File: src/rtl/reconfig_pkg.sv
package reconfig_pkg;

    localparam int CFG_W     = 15;
    localparam int FETCH_MAX = 4;
    localparam int ISSUE_MIN = 3;
    localparam int ISSUE_MAX = 5;
    localparam int IQ_PARTS  = 4;
    localparam int LSQ_PARTS = 2;
    localparam int EXT_STEPS = 2;
    localparam int EXT_PARTS = EXT_STEPS + 1;

    typedef struct packed {
        logic [1:0] rob;
        logic [1:0] prf;
        logic [1:0] lsq;
        logic [2:0] iq;
        logic [2:0] issue;
        logic [2:0] fetch;
    } cfg_t;

    localparam cfg_t CFG_MAX = '{
        rob:   2'(EXT_STEPS),
        prf:   2'(EXT_STEPS),
        lsq:   2'(LSQ_PARTS),
        iq:    3'(IQ_PARTS),
        issue: 3'(ISSUE_MAX),
        fetch: 3'(FETCH_MAX)
    };

    typedef enum logic [2:0] {
        ST_IDLE   = 3'd0,
        ST_STALL  = 3'd1,
        ST_DRAIN  = 3'd2,
        ST_CONSOL = 3'd3,
        ST_LATCH  = 3'd4
    } seq_state_e;

endpackage

File: src/rtl/cfg_check.sv
module cfg_check
    import reconfig_pkg::*;
(
    input  cfg_t cfg,
    output logic ok
);
    logic fetch_ok, issue_ok, iq_ok, lsq_ok, prf_ok, rob_ok;

    always_comb begin
        fetch_ok = (cfg.fetch >= 3'd1) && (cfg.fetch <= 3'(FETCH_MAX));
        issue_ok = (cfg.issue >= 3'(ISSUE_MIN)) && (cfg.issue <= 3'(ISSUE_MAX));
        iq_ok    = (cfg.iq >= 3'd1) && (cfg.iq <= 3'(IQ_PARTS));
        lsq_ok   = (cfg.lsq >= 2'd1) && (cfg.lsq <= 2'(LSQ_PARTS));
        prf_ok   = cfg.prf <= 2'(EXT_STEPS);
        rob_ok   = cfg.rob <= 2'(EXT_STEPS);
        ok       = fetch_ok && issue_ok && iq_ok && lsq_ok && prf_ok && rob_ok;
    end
endmodule

File: src/rtl/req_arb.sv
module req_arb #(
    parameter int NSRC = 3,
    parameter int W    = 15
) (
    input  logic [NSRC-1:0]        we,
    input  logic [NSRC-1:0][W-1:0] words,
    output logic                   vld,
    output logic [W-1:0]           word
);
    // index 0 has the highest priority
    always_comb begin
        vld  = 1'b0;
        word = '0;
        for (int i = NSRC - 1; i >= 0; i--) begin
            if (we[i]) begin
                vld  = 1'b1;
                word = words[i];
            end
        end
    end
endmodule

File: src/rtl/therm_mask.sv
module therm_mask #(
    parameter int W  = 4,
    parameter int CW = 3
) (
    input  logic [CW-1:0] count,
    output logic [W-1:0]  mask
);
    for (genvar i = 0; i < W; i++) begin : g_bit
        assign mask[i] = (count > CW'(i));
    end
endmodule

File: src/rtl/reconfig_seq.sv
module reconfig_seq
    import reconfig_pkg::*;
#(
    parameter int NUM_ARCH_REGS = 32,
    localparam int IDX_W = (NUM_ARCH_REGS > 1) ? $clog2(NUM_ARCH_REGS) : 1
) (
    input  logic                 clk,
    input  logic                 rst_n,
    input  logic                 prog_we,
    input  logic [CFG_W-1:0]     prog_cfg,
    input  logic                 mbus_we,
    input  logic [CFG_W-1:0]     mbus_cfg,
    input  logic                 perf_we,
    input  logic [CFG_W-1:0]     perf_cfg,
    input  logic                 pipe_empty,
    input  logic                 copy_ack,
    output logic                 fetch_stall,
    output logic                 copy_req,
    output logic [IDX_W-1:0]     copy_idx,
    output logic                 cfg_err,
    output logic [CFG_W-1:0]     active_cfg,
    output logic [FETCH_MAX-1:0] fetch_lane_en,
    output logic [ISSUE_MAX-1:0] issue_lane_en,
    output logic [IQ_PARTS-1:0]  iq_part_en,
    output logic [LSQ_PARTS-1:0] lsq_part_en,
    output logic [EXT_PARTS-1:0] prf_part_en,
    output logic [EXT_PARTS-1:0] rob_part_en
);
    localparam logic [IDX_W-1:0] LAST_IDX = IDX_W'(NUM_ARCH_REGS - 1);

    typedef struct packed {
        seq_state_e       st;
        cfg_t             active;
        cfg_t             target;
        cfg_t             pend;
        logic             pend_vld;
        logic             err;
        logic [IDX_W-1:0] idx;
    } regs_t;

    regs_t r_d, r_q;

    logic       req_vld;
    logic       req_ok;
    logic [CFG_W-1:0] req_word;

    req_arb #(.NSRC(3), .W(CFG_W)) u_arb (
        .we    ({perf_we, mbus_we, prog_we}),
        .words ({perf_cfg, mbus_cfg, prog_cfg}),
        .vld   (req_vld),
        .word  (req_word)
    );

    cfg_check u_check (
        .cfg (cfg_t'(req_word)),
        .ok  (req_ok)
    );

    always_comb begin
        r_d = r_q;
        if (req_vld) begin
            if (req_ok) begin
                r_d.pend     = cfg_t'(req_word);
                r_d.pend_vld = 1'b1;
            end else begin
                r_d.err = 1'b1;
            end
        end
        unique case (r_q.st)
            ST_IDLE: begin
                if (r_q.pend_vld) begin
                    r_d.target = r_q.pend;
                    r_d.st     = ST_STALL;
                    if (!(req_vld && req_ok)) begin
                        r_d.pend_vld = 1'b0;
                    end
                end
            end
            ST_STALL: r_d.st = ST_DRAIN;
            ST_DRAIN: begin
                if (pipe_empty) begin
                    r_d.st  = ST_CONSOL;
                    r_d.idx = '0;
                end
            end
            ST_CONSOL: begin
                if (copy_ack) begin
                    if (r_q.idx == LAST_IDX) begin
                        r_d.st = ST_LATCH;
                    end else begin
                        r_d.idx = r_q.idx + 1'b1;
                    end
                end
            end
            ST_LATCH: begin
                r_d.active = r_q.target;
                r_d.st     = ST_IDLE;
            end
            default: r_d.st = ST_IDLE;
        endcase
    end

    always_ff @(posedge clk) begin
        if (!rst_n) begin
            r_q.st       <= ST_IDLE;
            r_q.active   <= CFG_MAX;
            r_q.target   <= CFG_MAX;
            r_q.pend     <= CFG_MAX;
            r_q.pend_vld <= 1'b0;
            r_q.err      <= 1'b0;
            r_q.idx      <= '0;
        end else begin
            r_q <= r_d;
        end
    end

    assign fetch_stall = (r_q.st != ST_IDLE);
    assign copy_req    = (r_q.st == ST_CONSOL);
    assign copy_idx    = r_q.idx;
    assign cfg_err     = r_q.err;
    assign active_cfg  = r_q.active;

    therm_mask #(.W(FETCH_MAX), .CW(3)) u_fetch_mask (
        .count (r_q.active.fetch), .mask (fetch_lane_en));
    therm_mask #(.W(ISSUE_MAX), .CW(3)) u_issue_mask (
        .count (r_q.active.issue), .mask (issue_lane_en));
    therm_mask #(.W(IQ_PARTS), .CW(3)) u_iq_mask (
        .count (r_q.active.iq), .mask (iq_part_en));
    therm_mask #(.W(LSQ_PARTS), .CW(2)) u_lsq_mask (
        .count (r_q.active.lsq), .mask (lsq_part_en));
    therm_mask #(.W(EXT_PARTS), .CW(3)) u_prf_mask (
        .count ({1'b0, r_q.active.prf} + 3'd1), .mask (prf_part_en));
    therm_mask #(.W(EXT_PARTS), .CW(3)) u_rob_mask (
        .count ({1'b0, r_q.active.rob} + 3'd1), .mask (rob_part_en));

endmodule

File: config.mk
export PLATFORM = sky130hd
export DESIGN_NAME = reconfig_seq
export DESIGN_NICKNAME = d
export VERILOG_FILES = /design/src/rtl/reconfig_pkg.sv /design/src/rtl/cfg_check.sv /design/src/rtl/req_arb.sv /design/src/rtl/therm_mask.sv /design/src/rtl/reconfig_seq.sv
export SDC_FILE = /design/constraint.sdc
export NUM_CORES = 1
export LEC_CHECK = 0
export BUFFER_PORTS_ARGS = -buffer_cell sky130_fd_sc_hd__buf_2
export CAP_MARGIN = 20
export CORE_ASPECT_RATIO = 1.1
export CORE_MARGIN = 2
export CORE_UTILIZATION = 46
export DETAILED_ROUTE_END_ITERATION = 16
export PLACE_DENSITY = 0.87
export REMOVE_ABC_BUFFERS = 1
export SKIP_CTS_REPAIR_TIMING = 1
export SYNTH_ARGS = -nofsm -noshare
export SYNTH_HDL_FRONTEND = slang
export SYNTH_SLANG_ARGS = --single-unit
File: constraint.sdc
create_clock -name clk -period 1.72 [get_ports clk]
set_input_delay 0.086 -clock clk [delete_from_list [all_inputs] [get_ports clk]]
set_output_delay 0.086 -clock clk [all_outputs]
set_load 0.01 [all_outputs]
== Word-level counts from Yosys, hierarchy flattened ==
Cells that the tools add are included.

* Register bits after elaboration: 55
* Input bits: 52
* Output and inout port bits: 44

* Add/subtract/negate cells: 3
* $lt $le $gt $ge: 31
* Equality and inequality tests: 10
* Multiplexer cells: 21
* Bitwise gates (word level): 1
* Reduce and logical (&&, ||, !) cells: 18

{| class="wikitable"
|+ Operators with widths
! operator !! number
|-
| 2-to-1 mux 15 bit || 3
|-
| greater-than comparator 3 x 1 -> 1 bit (second input constant) || 10
|-
| greater-than comparator 3 x 2 -> 1 bit (second input constant) || 8
|-
| 2-to-1 mux 5 bit || 3
|-
| 2-to-1 mux 3 bit || 4
|-
| case mux 3 bit (4 select lines) || 1
|-
| logical AND 1 bit || 10
|-
| case mux 5 bit (2 select lines) || 1
|-
| <= comparator 3 bit (second input constant) || 3
|-
| 2-to-1 mux 1 bit || 8
|-
| != test 2 bit (second input constant) || 4
|-
| AND reduction 4 bit || 2
|-
| adder 2 x 1 -> 3 bit (second input constant) || 2
|-
| equality test 3 x 2 -> 1 bit (second input constant) || 2
|-
| >= comparator 3 x 1 -> 1 bit (second input constant) || 2
|-
| <= comparator 2 bit (second input constant) || 3
|-
| AND reduction 2 bit || 3
|-
| adder 5 x 1 -> 5 bit (second input constant) || 1
|-
| equality test 5 bit (second input constant) || 1
|-
| greater-than comparator 2 x 1 -> 1 bit (second input constant) || 2
|-
| equality test 3 x 1 -> 1 bit (second input constant) || 1
|-
| equality test 3 bit (second input constant) || 1
|-
| >= comparator 3 x 2 -> 1 bit (second input constant) || 1
|-
| greater-than comparator 3 bit (second input constant) || 1
|-
| 7 further kinds || 7
|}

== Longest topological paths before layout ==
* Word-level depth: 15
* Mapped depth: 9
* Mapped depth without buffers: 9

== Modules after synthesis ==
Synthesis repeated with hierarchy kept, for this count alone.

* Cells, all modules: 378
* Area total of the unflattened synthesis: 2937.8 µm²

{| class="wikitable"
|+ By module, submodules not included
! module !! instances !! cells each !! area each (µm²) !! sequential area each (µm²)
|-
| reconfig_seq || 1 || 278 || 2267.2 || 1101.1
|-
| req_arb || 1 || 68 || 467.9 || 0.0
|-
| cfg_check || 1 || 11 || 67.6 || 0.0
|-
| therm_mask (u_fetch_mask ...) || 2 || 4 || 25.0 || 0.0
|-
| therm_mask (u_prf_mask ...) || 2 || 3 || 21.3 || 0.0
|-
| therm_mask (u_issue_mask) || 1 || 5 || 32.5 || 0.0
|-
| therm_mask (u_lsq_mask) || 1 || 2 || 10.0 || 0.0
|}

== Worst setup path before layout ==
Ideal clock, no wire load.

* Path type: reg2reg
* Start point: register r_q (netlist bit copy_idx[0])
* End point: register r_q (netlist bit copy_idx[3])
* Library setup time: 58 ps
* Arrival: 1817 ps
* Data required time: 1662 ps
* Slack: -155 ps
* Cell stages (with the launch flop): 10
* Path buffers: 0
* Clock period less this slack: 1875 ps
* Path through: dfxtp_1 ha_1 and3_1 ha_1 nor2b_1 mux2i_1 nor3b_2 nand2_1 nor3_1 o21a_1

* Cells in the longest elaborated chain, start to end: 4

{| class="wikitable"
|+ Ends and longest elaborated chain
! item !! RTL line !! source
|-
| from (decl) || reconfig_seq.sv:41 || <nowiki>regs_t r_d, r_q;</nowiki>
|-
| from (signal assigned) || reconfig_seq.sv:113 || <nowiki>r_q <= r_d;</nowiki>
|-
| adder 5 x 1 -> 5 bit || reconfig_seq.sv:91 || <nowiki>r_d.idx = r_q.idx + 1'b1;</nowiki>
|-
| 2-to-1 mux 5 bit || reconfig_seq.sv:88 || <nowiki>if (r_q.idx == LAST_IDX) begin</nowiki>
|-
| 2-to-1 mux 5 bit || reconfig_seq.sv:87 || <nowiki>if (copy_ack) begin</nowiki>
|-
| case mux 5 bit (2 select lines) || reconfig_seq.sv:69 || <nowiki>unique case (r_q.st)</nowiki>
|}

Several ways; a longest one is shown, not always the timed one. The select of a mux whose other input is x is not followed.
A chain may end at the register's enable or synchronous reset.

== Worst setup path after layout ==
* Start point: register r_q (netlist bit copy_idx[0])
* End point: register r_q (netlist bit copy_idx[4])

Same word-level chain as after synthesis.

==> reports/metrics.csv <==
metric,value,unit
antenna_left,0,
io_buffers,93,
vias_per_cell,4.96,
instances_no_fill,521,
worstPathArrival,2.01,ns
wl,5880,µm
worstPathRequired,1.93,ns
num_rows,30,
layout_setup_ws,-0.0826,ns
setup_viol,5,
p_leak,1.55,nW
crit_type,register to register,
status,finished with violations,
area.growth.synth_to_final,21.7,%
grt_pass1_wl,10200,µm
final_layout_size_suffix_gt1_frac,0.340,
total_power,2.33,mW
synthFlopType,dfxtp_1,
async_flop_share,0,
min_path_type,primary input to register,
syn_area_per_cell,8.10,µm²
cellPowerDensity,656,nW/µm²
pin_count,96,
rsz0062_at_grt,true,
synth_edf_count,0,
max_freq,555,MHz
clock-sinks,55,
fp.dieW,80.0,µm
synth.distinct_cells,43,
period_share,1.05,
ys_ff_latch,55,
end_kind,register,
synth_most_common_cell,nand2_1,
syn_area,2930,µm²
cts_buffers,5,
start_kind,register,
gp_congestion,0.784,
firstDrtPassIters,4,
ir_worst_vdd,0.370,mV
wl_per_cell,11.3,µm
hold_violations,0,
min_period,1.80,ns
fin_nets,494,
n_antenna_cell,0,
initialDrtViolationCount,49,
place_ws,-0.191,ns
finClkSkew,0.00754,ns
ys_seq_area_frac,0.376,
grt_overflow,0,
yosys.area.top_type,dfxtp_1,
synth_area_leaders,"dfxtp_1 (38%), nand2_1 (11%), a21boi_0 (6.2%)",
yosys_warnings,0,
syn_inst,361,
synth.top_cell.area_share,0.376,
clock_path_buffers,2,
maxCapViolCount,0,
crit_fanout,7,
antenna_found_initial,0,
dp_hpwl,4500,µm
clkLatencyLatePin,0.30,ns
grt_max_degree,31,
cts_root_buf,clkbuf_8,
grt_usage,0.175,
drc,0,
cts.clk_slew.worst_paths,0.09,ns
initial_core_util,0.475,
core-area,6160,µm²
grt_pass1_vias,2378,
placed_cells,512,
slew_viol_final,0,
dieArea,7010,µm²
cts_tree,yes,
htree_num_levels,2,
vias,2585,
violations,setup timing,
die_y,87.6,µm
synth_common_cells,"nand2_1 (87), dfxtp_1 (55), a21boi_0 (24)",
worst paths after layout:
kind                       startpoint                       end  slack, ns  cells past startpoint
max          copy_idx[0]$_SDFFE_PN0P_  copy_idx[4]$_SDFFE_PN0P_      -0.08                     10
min                          copy_ack      r_q[54]$_SDFFE_PN0P_       0.05                      3
max reg2reg  copy_idx[0]$_SDFFE_PN0P_  copy_idx[4]$_SDFFE_PN0P_      -0.08                     10
min reg2reg      r_q[16]$_SDFFE_PN0P_      r_q[31]$_SDFFE_PN0P_       0.47                      2
registers in the layout, indices dropped and copies added (netlist names):
name        count
r_q            34
active_cfg     15
cfg_err         1
copy_idx        5
cells in the final DEF (no fill, tap or decap), types with 3 or more instances in the layout:
cell / n
a21boi_0: 22
a21boi_1: 4
a21o_1: 3
a21oi_1: 14
a2bb2oi_1: 9
buf_2: 92
buf_4: 28
clkbuf_8: 5
dfxtp_1: 53
mux2i_1: 11
nand2_1: 86
nand2b_1: 4
nand3_1: 22
nand3b_1: 20
nor2b_1: 5
nor3_1: 5
o21a_1: 5
or2_2: 7
or3_1: 3
critical path: stages, from the launching register on:
cell	delay (ns)
dfxtp_2	0.35
ha_4	0.16
and3_4	0.18
ha_4	0.15
nor2b_1	0.11
mux2i_1	0.11
nor3b_2	0.19
buf_4	0.18
buf_4	0.12
nand2b_1	0.09
a21boi_1	0.06
layout make-up:
| class | count | area, µm² |
|---|---|---|
| clock inverter | 2 | 12.5 |
| timing repair buffer | 123 | 709 |
| sequential | 55 | 1100 |
| inverter | 3 | 11.3 |
| fill | 563 | 2600 |
| clock buffer | 6 | 72.6 |
| multi-input combinational | 252 | 1550 |
| tap | 80 | 100 |
per-layer routing:
| layer | track usage | part of all wire | vias to the layer above |
|---|---|---|---|
| met3 | 0.0247 | 0.053 | 4 |
| met5 | 0 | 0 | - |
| met2 | 0.305 | 0.47 | 85 |
| met4 | 0.0586 | 0.0097 | 0 |
| met1 | 0.222 | 0.47 | 1145 |
| li1 | - | - | 1351 |
cells by family after synthesis:
| group | after synthesis | share of synthesized area |
|---|---|---|
| AO/OA/AOI/OAI | 67 | 0.168 |
| XOR/XNOR | 1 | 0.00299 |
| adder cells (fa/ha/maj) | 2 | 0.00855 |
| buffers and inverters | 55 | 0.113 |
| flip-flops | 55 | 0.376 |
| multiplexers | 13 | 0.0453 |
| other | 1 | 0.00128 |
| AND/OR/NAND/NOR | 167 | 0.285 |
power breakdown:
group | total [mW] | switching [mW] | internal, mW
sequential | 1.30 | 0.0117 | 1.29
combinational | 0.353 | 0.164 | 0.189
clock | 0.678 | 0.393 | 0.285
stage by stage:
step	setup TNS [ns]	cell area (µm²)	util	hold slack, ns
final	-0.359	3560	0.578	0.0536
after global routing	-1.02	3560	0.578	0.0697
after CTS	-0.505	3490	0.567	0.0408
after detailed placement	-3.07	3410	0.553	0.372
after global placement	-1.08	3410	0.553	0.361
after floorplan	-5.12	2610	-	0.158
No activity file was read; power rests on OpenSTA's default activity.
